### src/rtl/sof_ref_pkg.sv
package sof_ref_pkg;

   // Qualified events leaving the input gate
   typedef struct packed {
      logic accept;   // strobe counts as a real SOF
      logic squash;   // conditions that forbid a trusted reference
   } sof_gate_t;

   function automatic int gap_width(input int limit);
      return $clog2(limit + 1);
   endfunction

endpackage

### src/rtl/sof_accept_gate.sv
module sof_accept_gate #(
   parameter bit LINK_GATES = 1'b1
) (
   input  logic                  sof_strobe_i,
   input  logic                  link_active_i,
   input  logic                  ref_disable_i,
   input  logic                  osc_test_i,
   output sof_ref_pkg::sof_gate_t gate_o
);

   logic link_ok;

   generate
      if (LINK_GATES) begin : g_link_gates
         assign link_ok = link_active_i;
      end else begin : g_link_ignored
         logic unused_link;
         assign unused_link = link_active_i;
         assign link_ok     = 1'b1;
      end
   endgenerate

   always_comb begin
      gate_o.squash = ref_disable_i | osc_test_i | ~link_ok;
      gate_o.accept = sof_strobe_i & ~gate_o.squash;
   end

endmodule

### src/rtl/sof_gap_timer.sv
module sof_gap_timer #(
   parameter int LIMIT = 49600,
   parameter int CW    = sof_ref_pkg::gap_width(LIMIT)
) (
   input  logic clk,
   input  logic rst,
   input  logic restart_i,
   input  logic squash_i,
   output logic expire_o
);

   localparam logic [CW-1:0] LAST = CW'(LIMIT - 1);
   localparam logic [CW-1:0] TOP  = CW'(LIMIT);

   logic [CW-1:0] gap_q;
   logic          armed_q;

   initial begin
      if (LIMIT < 2) $error("sof_gap_timer: LIMIT must be at least 2");
      if ((1 << CW) <= LIMIT) $error("sof_gap_timer: CW too narrow");
   end

   assign expire_o = armed_q & (gap_q == LAST) & ~restart_i & ~squash_i;

   always_ff @(posedge clk) begin
      if (rst || squash_i) begin
         gap_q   <= '0;
         armed_q <= 1'b0;
      end else if (restart_i) begin
         gap_q   <= '0;
         armed_q <= 1'b1;
      end else begin
         if (gap_q != TOP) gap_q <= gap_q + 1'b1;
         if (expire_o) armed_q <= 1'b0;
      end
   end

   // the timer saturates and never passes its window
   a_r10_gap_saturates: assert property (@(posedge clk) disable iff (rst)
      gap_q <= TOP);

   // an expiry disarms the timer
   a_r10_expiry_disarms: assert property (@(posedge clk) disable iff (rst)
      expire_o |=> !armed_q);

endmodule

### src/rtl/sof_ref_qual.sv
module sof_ref_qual (
   input  logic                   clk,
   input  logic                   rst,
   input  sof_ref_pkg::sof_gate_t gate_i,
   input  logic                   expire_i,
   output logic                   pulse_o,
   output logic                   valid_o
);

   logic pulse_q;
   logic valid_q;

   always_ff @(posedge clk) begin
      if (rst) begin
         pulse_q <= 1'b0;
         valid_q <= 1'b0;
      end else begin
         pulse_q <= gate_i.accept;
         if (gate_i.squash || expire_i) valid_q <= 1'b0;
         else if (gate_i.accept)        valid_q <= 1'b1;
      end
   end

   assign pulse_o = pulse_q;
   assign valid_o = valid_q;

endmodule

### src/rtl/sof_ref_tracker.sv
module sof_ref_tracker #(
   parameter int FRAME_CYCLES = 48000,
   parameter int SLACK_CYCLES = 1600,
   parameter bit LINK_GATES   = 1'b1
) (
   input  logic clk,
   input  logic rst,
   input  logic sof_strobe_i,
   input  logic link_active_i,
   input  logic ref_disable_i,
   input  logic osc_test_i,
   output logic ref_pulse_o,
   output logic ref_valid_o
);

   localparam int LIMIT = FRAME_CYCLES + SLACK_CYCLES;
   localparam int CW    = sof_ref_pkg::gap_width(LIMIT);

   sof_ref_pkg::sof_gate_t gate;
   logic                   expire;

   initial begin
      if (FRAME_CYCLES < 2) $error("sof_ref_tracker: FRAME_CYCLES too small");
      if (SLACK_CYCLES < 0 || SLACK_CYCLES >= FRAME_CYCLES)
         $error("sof_ref_tracker: SLACK_CYCLES out of range");
   end

   sof_accept_gate #(.LINK_GATES(LINK_GATES)) u_gate (
      .sof_strobe_i (sof_strobe_i),
      .link_active_i(link_active_i),
      .ref_disable_i(ref_disable_i),
      .osc_test_i   (osc_test_i),
      .gate_o       (gate)
   );

   sof_gap_timer #(.LIMIT(LIMIT), .CW(CW)) u_timer (
      .clk      (clk),
      .rst      (rst),
      .restart_i(gate.accept),
      .squash_i (gate.squash),
      .expire_o (expire)
   );

   sof_ref_qual u_qual (
      .clk     (clk),
      .rst     (rst),
      .gate_i  (gate),
      .expire_i(expire),
      .pulse_o (ref_pulse_o),
      .valid_o (ref_valid_o)
   );

   // disable silences both outputs on the next cycle
   a_r6_disable_quiet: assert property (@(posedge clk) disable iff (rst)
      ref_disable_i |=> (!ref_pulse_o && !ref_valid_o));

   // test mode silences both outputs on the next cycle
   a_r8_osc_quiet: assert property (@(posedge clk) disable iff (rst)
      osc_test_i |=> (!ref_pulse_o && !ref_valid_o));

   // an inactive link clears the qualifier
   a_r9_link_drop: assert property (@(posedge clk) disable iff (rst)
      !link_active_i |=> !ref_valid_o);

   // the qualifier only rises together with a pulse
   a_r3_rise_with_pulse: assert property (@(posedge clk) disable iff (rst)
      $rose(ref_valid_o) |-> ref_pulse_o);

   // every pulse is a trusted one
   a_r2_pulse_is_valid: assert property (@(posedge clk) disable iff (rst)
      ref_pulse_o |-> ref_valid_o);

   // a timer expiry withdraws the qualifier
   a_r4_expiry_drops: assert property (@(posedge clk) disable iff (rst)
      expire |=> !ref_valid_o);

endmodule

### config.mk
export PLATFORM = sky130hd
export DESIGN_NAME = sof_ref_tracker
export DESIGN_NICKNAME = d
export VERILOG_FILES = /design/src/rtl/sof_ref_pkg.sv /design/src/rtl/sof_accept_gate.sv /design/src/rtl/sof_gap_timer.sv /design/src/rtl/sof_ref_qual.sv /design/src/rtl/sof_ref_tracker.sv
export SDC_FILE = /design/constraint.sdc
export NUM_CORES = 1
export LEC_CHECK = 0
export ABC_AREA = 1
export BUFFER_PORTS_ARGS = -buffer_cell sky130_fd_sc_hd__buf_2
export CORE_UTILIZATION = 50
export DETAILED_ROUTE_END_ITERATION = 7
export PLACE_DENSITY = 0.68
export SKIP_LAST_GASP = 1
export SLEW_MARGIN = 20
export SYNTH_ARGS = -nofsm -noshare
export SYNTH_HDL_FRONTEND = slang
export SYNTH_HIERARCHICAL = 1
export SYNTH_SLANG_ARGS = --single-unit
### constraint.sdc
create_clock -name clk -period 2.05 [get_ports clk]
set_clock_uncertainty 0.15 [all_clocks]
set_input_delay 0.1025 -clock clk [delete_from_list [all_inputs] [get_ports clk]]
set_output_delay 0.1025 -clock clk [all_outputs]
set_load 0.01 [all_outputs]
; After elaboration in Yosys (flattened, before gate mapping)
; Index checks and enable logic that the tools add are counted.
[classes]
mux = 2
n_eq_ne = 2
n_addsub = 1
n_reduce_logical = 5
bitwise = 9
[op_table]
columns = cell, n
row1 = $add 16x1->16 const B, 1
row2 = $eq 16x16->1 const B, 1
row3 = $ne 16x16->1 const B, 1
row4 = $and 1x1->1, 4
row5 = $reduce_or 2->1, 2
row6 = $not 1->1, 3
row7 = $logic_or 1x1->1, 2
row8 = $mux 1, 2
row9 = $or 1x1->1, 2
row10 = $reduce_bool 2->1, 1
[totals]
inputBits = 6
output_inout_bits = 2
regBits = 19
elab_cells = 23

; Depth between registers and ports, before layout
[depth]
ltp_word = 9
mapped_depth = 11
depth_no_buf = 11

; Hierarchy
; Netlist, hierarchy kept.
[modules_own_cells]
columns = module, area_per_inst_um2, n_inst, seq_area_each_um2, cells_each
row1 = sof_gap_timer, 967.2, 1, 340.3, 146
row2 = sof_ref_qual, 68.8, 1, 40.0, 9
row3 = sof_accept_gate, 17.5, 1, 0.0, 4

; Worst setup path before layout
; No wires, ideal clock.
[synth_path]
kind = register to register
from = register u_timer.gap_q[1]
to = register u_qual.valid_q (netlist: u_qual/valid_o)
setup_ns = 0.114
path_stages_with_launch = 9
n_path_buf = 0
slack_ns = 0.588
required_time_ns = 1.786
period_less_slack_ns = 1.462
arrival_time_ns = 1.198
path_cell_list = dfxtp_1 -> ha_1 -> nand2_1 -> nor2_4 -> nand2_2 -> nor3_2 -> nor2_1 -> nand2_1 -> nor2_2
[synth_between]
elab_chain_len = 6
[synth_rtl]
columns = element, line_no
row1 = "start, declared", sof_gap_timer.sv:15  ; logic [CW-1:0] gap_q;
row2 = "start signal, assigned", sof_gap_timer.sv:33  ; if (gap_q != TOP) gap_q <= gap_q + 1'b1;
row3 = $eq 16x16->1, sof_gap_timer.sv:23  ; assign expire_o = armed_q & (gap_q == LAST) & ~restart_i & ~squash_i;
row4 = $and 1x1->1 (3 in a row), sof_gap_timer.sv:23
row5 = via expire, sof_ref_tracker.sv:20  ; logic expire;
row6 = $logic_or 1x1->1, sof_ref_qual.sv:19  ; if (gate_i.squash || expire_i) valid_q <= 1'b0;
row7 = $reduce_or 2->1 (no source line), --
row8 = "end signal, assigned", sof_ref_qual.sv:16  ; valid_q <= 1'b0;
row9 = "end signal, assigned", sof_ref_qual.sv:19
row10 = "end signal, assigned", sof_ref_qual.sv:20  ; else if (gate_i.accept) valid_q <= 1'b1;
row11 = "end, declared", sof_ref_qual.sv:11  ; logic valid_q;
; The timed path passes the listed nets, and every way through them passes these cells.
; A chain may end at the register's enable or synchronous reset.

; Worst setup path after layout
; Ends and elaborated chain as after synthesis.

==> run metrics <==
syn avg cell area 6.626 um^2; num ports 8; Total Power 0.5809 mW; metal2 WL 1.028 mm; Max Freq 622.5 MHz; critical path startpoint category flip-flop; hold slack 0.03283 ns; 1st-pass router iterations 4; worst-margin pin slew 0.3592 ns; Core ar. 0.001962 mm^2; Clk Latency, worst-skew pair 0.30 ns; largest net degree at the start of global routing 12; worst vdd ir 0.2903 mV; H-tree depth 1; Power Density 503.0 mW/mm^2; worst endpoint required time 2.11 ns; post-synthesis sequential area ratio 0.3610; M1 WL 940 um; status complete, no violations; Vias 973; Max Fanout on Critical Path 8; postcts setup bufs 0; Starting DRT DRC Count 25; WL final 2.020 mm; unrepaired setup endpoints after global routing false; gp weighted congestion 0.8163; # port buffers 7; fraction of layout cells with a size suffix above 1 0.1529; die width 47.90 um; Yosys reg bits 19; met3 WL post-DR 38 um; antenna cells 0; Initial Util 0.5370; Clock Power Share 0.326; synth unique cells 20; CTS clk-pin slew, worst paths 0.11 ns; sequential share of power 0.638; cts bufs inserted 3; Tcrit/Tclk final 0.7837; Routed wire per std cell 10.25 um; Vias/cell 4.939; Setup TNS 0 ns; Slew Limit Fails 0; leakage power total 0.4163 nW; Post-route DRC 0; Fillers 203; DRT antenna net count 0; Max Cap Violations 0; DP Wirelength 1.562 mm; vias in the first global route 764; crit end category flip-flop; Switching Share 0.2219; synthesized cell area 0.001054 mm^2; Clock Sinks 19; combinational power share 0.036; grt ovf 0; Post-Syn Nets 167; Tmin final 1.607 ns; Pint 0.4520 mW; Area Growth Syn to Fin 9.620%; Gate Count Post-Synth 159; CP Class reg -> reg; CTS tree built; switching pwr 0.1289 mW; class of the worst hold path in -> reg; Die ar. 0.002294 mm^2; site row count 16; initial antenna violation count 0; final setup fails 0; post_cts resized 0; CTS max path bufs 2; global-route wire length before repair 3.243 mm; YS warnings 6; layout net count 179; final hold violation count 0; Top Layer Used met4; Total GRT Usage 0.2083; Post-CTS Hold Fix Bufs 2; die height 47.90 um; Rel. slew slack 0.7597; WP data arrival 1.66 ns; Root Buffer clkbuf_4
==> logic make-up (layout without fill, tap and decap cells) <==
kind of cell	after synthesis	in the layout	synth area share
AOI/OAI and AO/OA	18	18	0.08788
buffers and inverters	27	38	0.1033
and+or+nand+nor	92	92	0.4157
xor gates and xnor gates	1	1	0.008315
DFF	19	19	0.3610
adders and majority gates	2	2	0.02375
==> critical path, stage by stage (launching register included) <==
cell,delay [ns]
dfxtp_1,0.39
ha_1,0.26
nand2_1,0.11
nor2_4,0.21
nand2_2,0.08
nor3_2,0.13
nor2_1,0.07
nand2_1,0.07
nor2_2,0.04
==> layer usage <==
metal  GRT usage  up-vias
li1            -      522
met1      0.2494      439
met5           0        -
met3     0.03396        2
met4      0.1000        0
met2      0.3595       10
==> placed cells by master (no fill, tap or decap) <==
master | Yosys | layout
nor2_2 | 3 | 3
o21a_1 | 1 | 1
o21ai_1 | 3 | 3
nand3_2 | 2 | 2
ha_1 | 2 | 2
inv_1 | 23 | 23
o21ai_0 | 3 | 3
inv_2 | 2 | 2
clkinv_2 | 0 | 1
dlygate4sd3_1 | 0 | 2
dfxtp_1 | 19 | 19
buf_2 | 0 | 7
clkbuf_4 | 0 | 3
a21oi_1 | 11 | 11
nor3_2 | 1 | 1
nand2_2 | 3 | 3
nand4_1 | 4 | 4
nand3_1 | 14 | 14
nor2_4 | 4 | 4
nor3_1 | 1 | 1
nand2_1 | 34 | 34
nor2_1 | 26 | 26
xor2_1 | 1 | 1
==> cells in the mapped netlist <==
cell type	n	area share
nand2_1	34	0.12
nand4_1	4	0.024
nor2_4	4	0.043
dfxtp_1	19	0.36
inv_2	2	0.0071
nor3_1	1	0.0047
inv_1	23	0.082
a21oi_1	11	0.052
xor2_1	1	0.0083
nand2_2	3	0.018
o21ai_0	3	0.014
o21ai_1	3	0.014
o21a_1	1	0.0071
buf_4	2	0.014
nand3_1	14	0.067
nor3_2	1	0.0095
nand3_2	2	0.019
ha_1	2	0.024
nor2_1	26	0.093
nor2_2	3	0.018
==> through the flow <==
step	worst slack (ns)	cells	utilization	cell area, um^2
2_1_floorplan	0.5878	159	-	1054
3_3_place_gp	0.5186	191	0.5644	1107
3_5_place_dp	0.4578	191	0.5644	1107
4_1_cts	0.4370	197	0.5886	1155
5_1_grt	0.3663	197	0.5886	1155
6_report	0.4435	197	0.5886	1155
==> power by group through the flow <==
| stage | Sequential, mW | Clock (mW) | Combinational, mW |
|---|---|---|---|
| floorplan | 0.379 | 0 | 0.0121 |
| global placement | 0.379 | 0 | 0.0191 |
| detailed placement | 0.379 | 0 | 0.0194 |
| CTS | 0.371 | 0.196 | 0.0213 |
| global route | 0.371 | 0.208 | 0.0242 |
| finish | 0.371 | 0.189 | 0.0210 |
==> sequential cells by signal (all words and copies together), names as in the netlist <==
name             count
u_timer/gap_q       16
u_qual/pulse_o       1
u_qual/valid_o       1
u_timer/armed_q      1
==> cell type report <==
type / count / area [um^2] / area share
well taps: 27 / 33.78 / 0.02925
multi-input cells: 113 / 564.3 / 0.4886
clock inverters: 1 / 5.005 / 0.004334
clock buffers: 3 / 22.52 / 0.01950
repair buffers: 9 / 55.05 / 0.04767
inverters: 25 / 93.84 / 0.08126
flip-flops and latches: 19 / 380.4 / 0.3294
==> worst paths after layout <==
path / from / end / slack (ns) / cells after the start
max: u_timer/gap_q[1] / u_qual/valid_o / 0.44 / 8
min: sof_strobe_i / u_qual/valid_o / 0.03 / 5
max reg2reg: u_timer/gap_q[1] / u_qual/valid_o / 0.44 / 8
min reg2reg: u_timer/gap_q[7] / u_timer/gap_q[7] / 0.36 / 2
No activity file was read; power rests on OpenSTA's default activity.
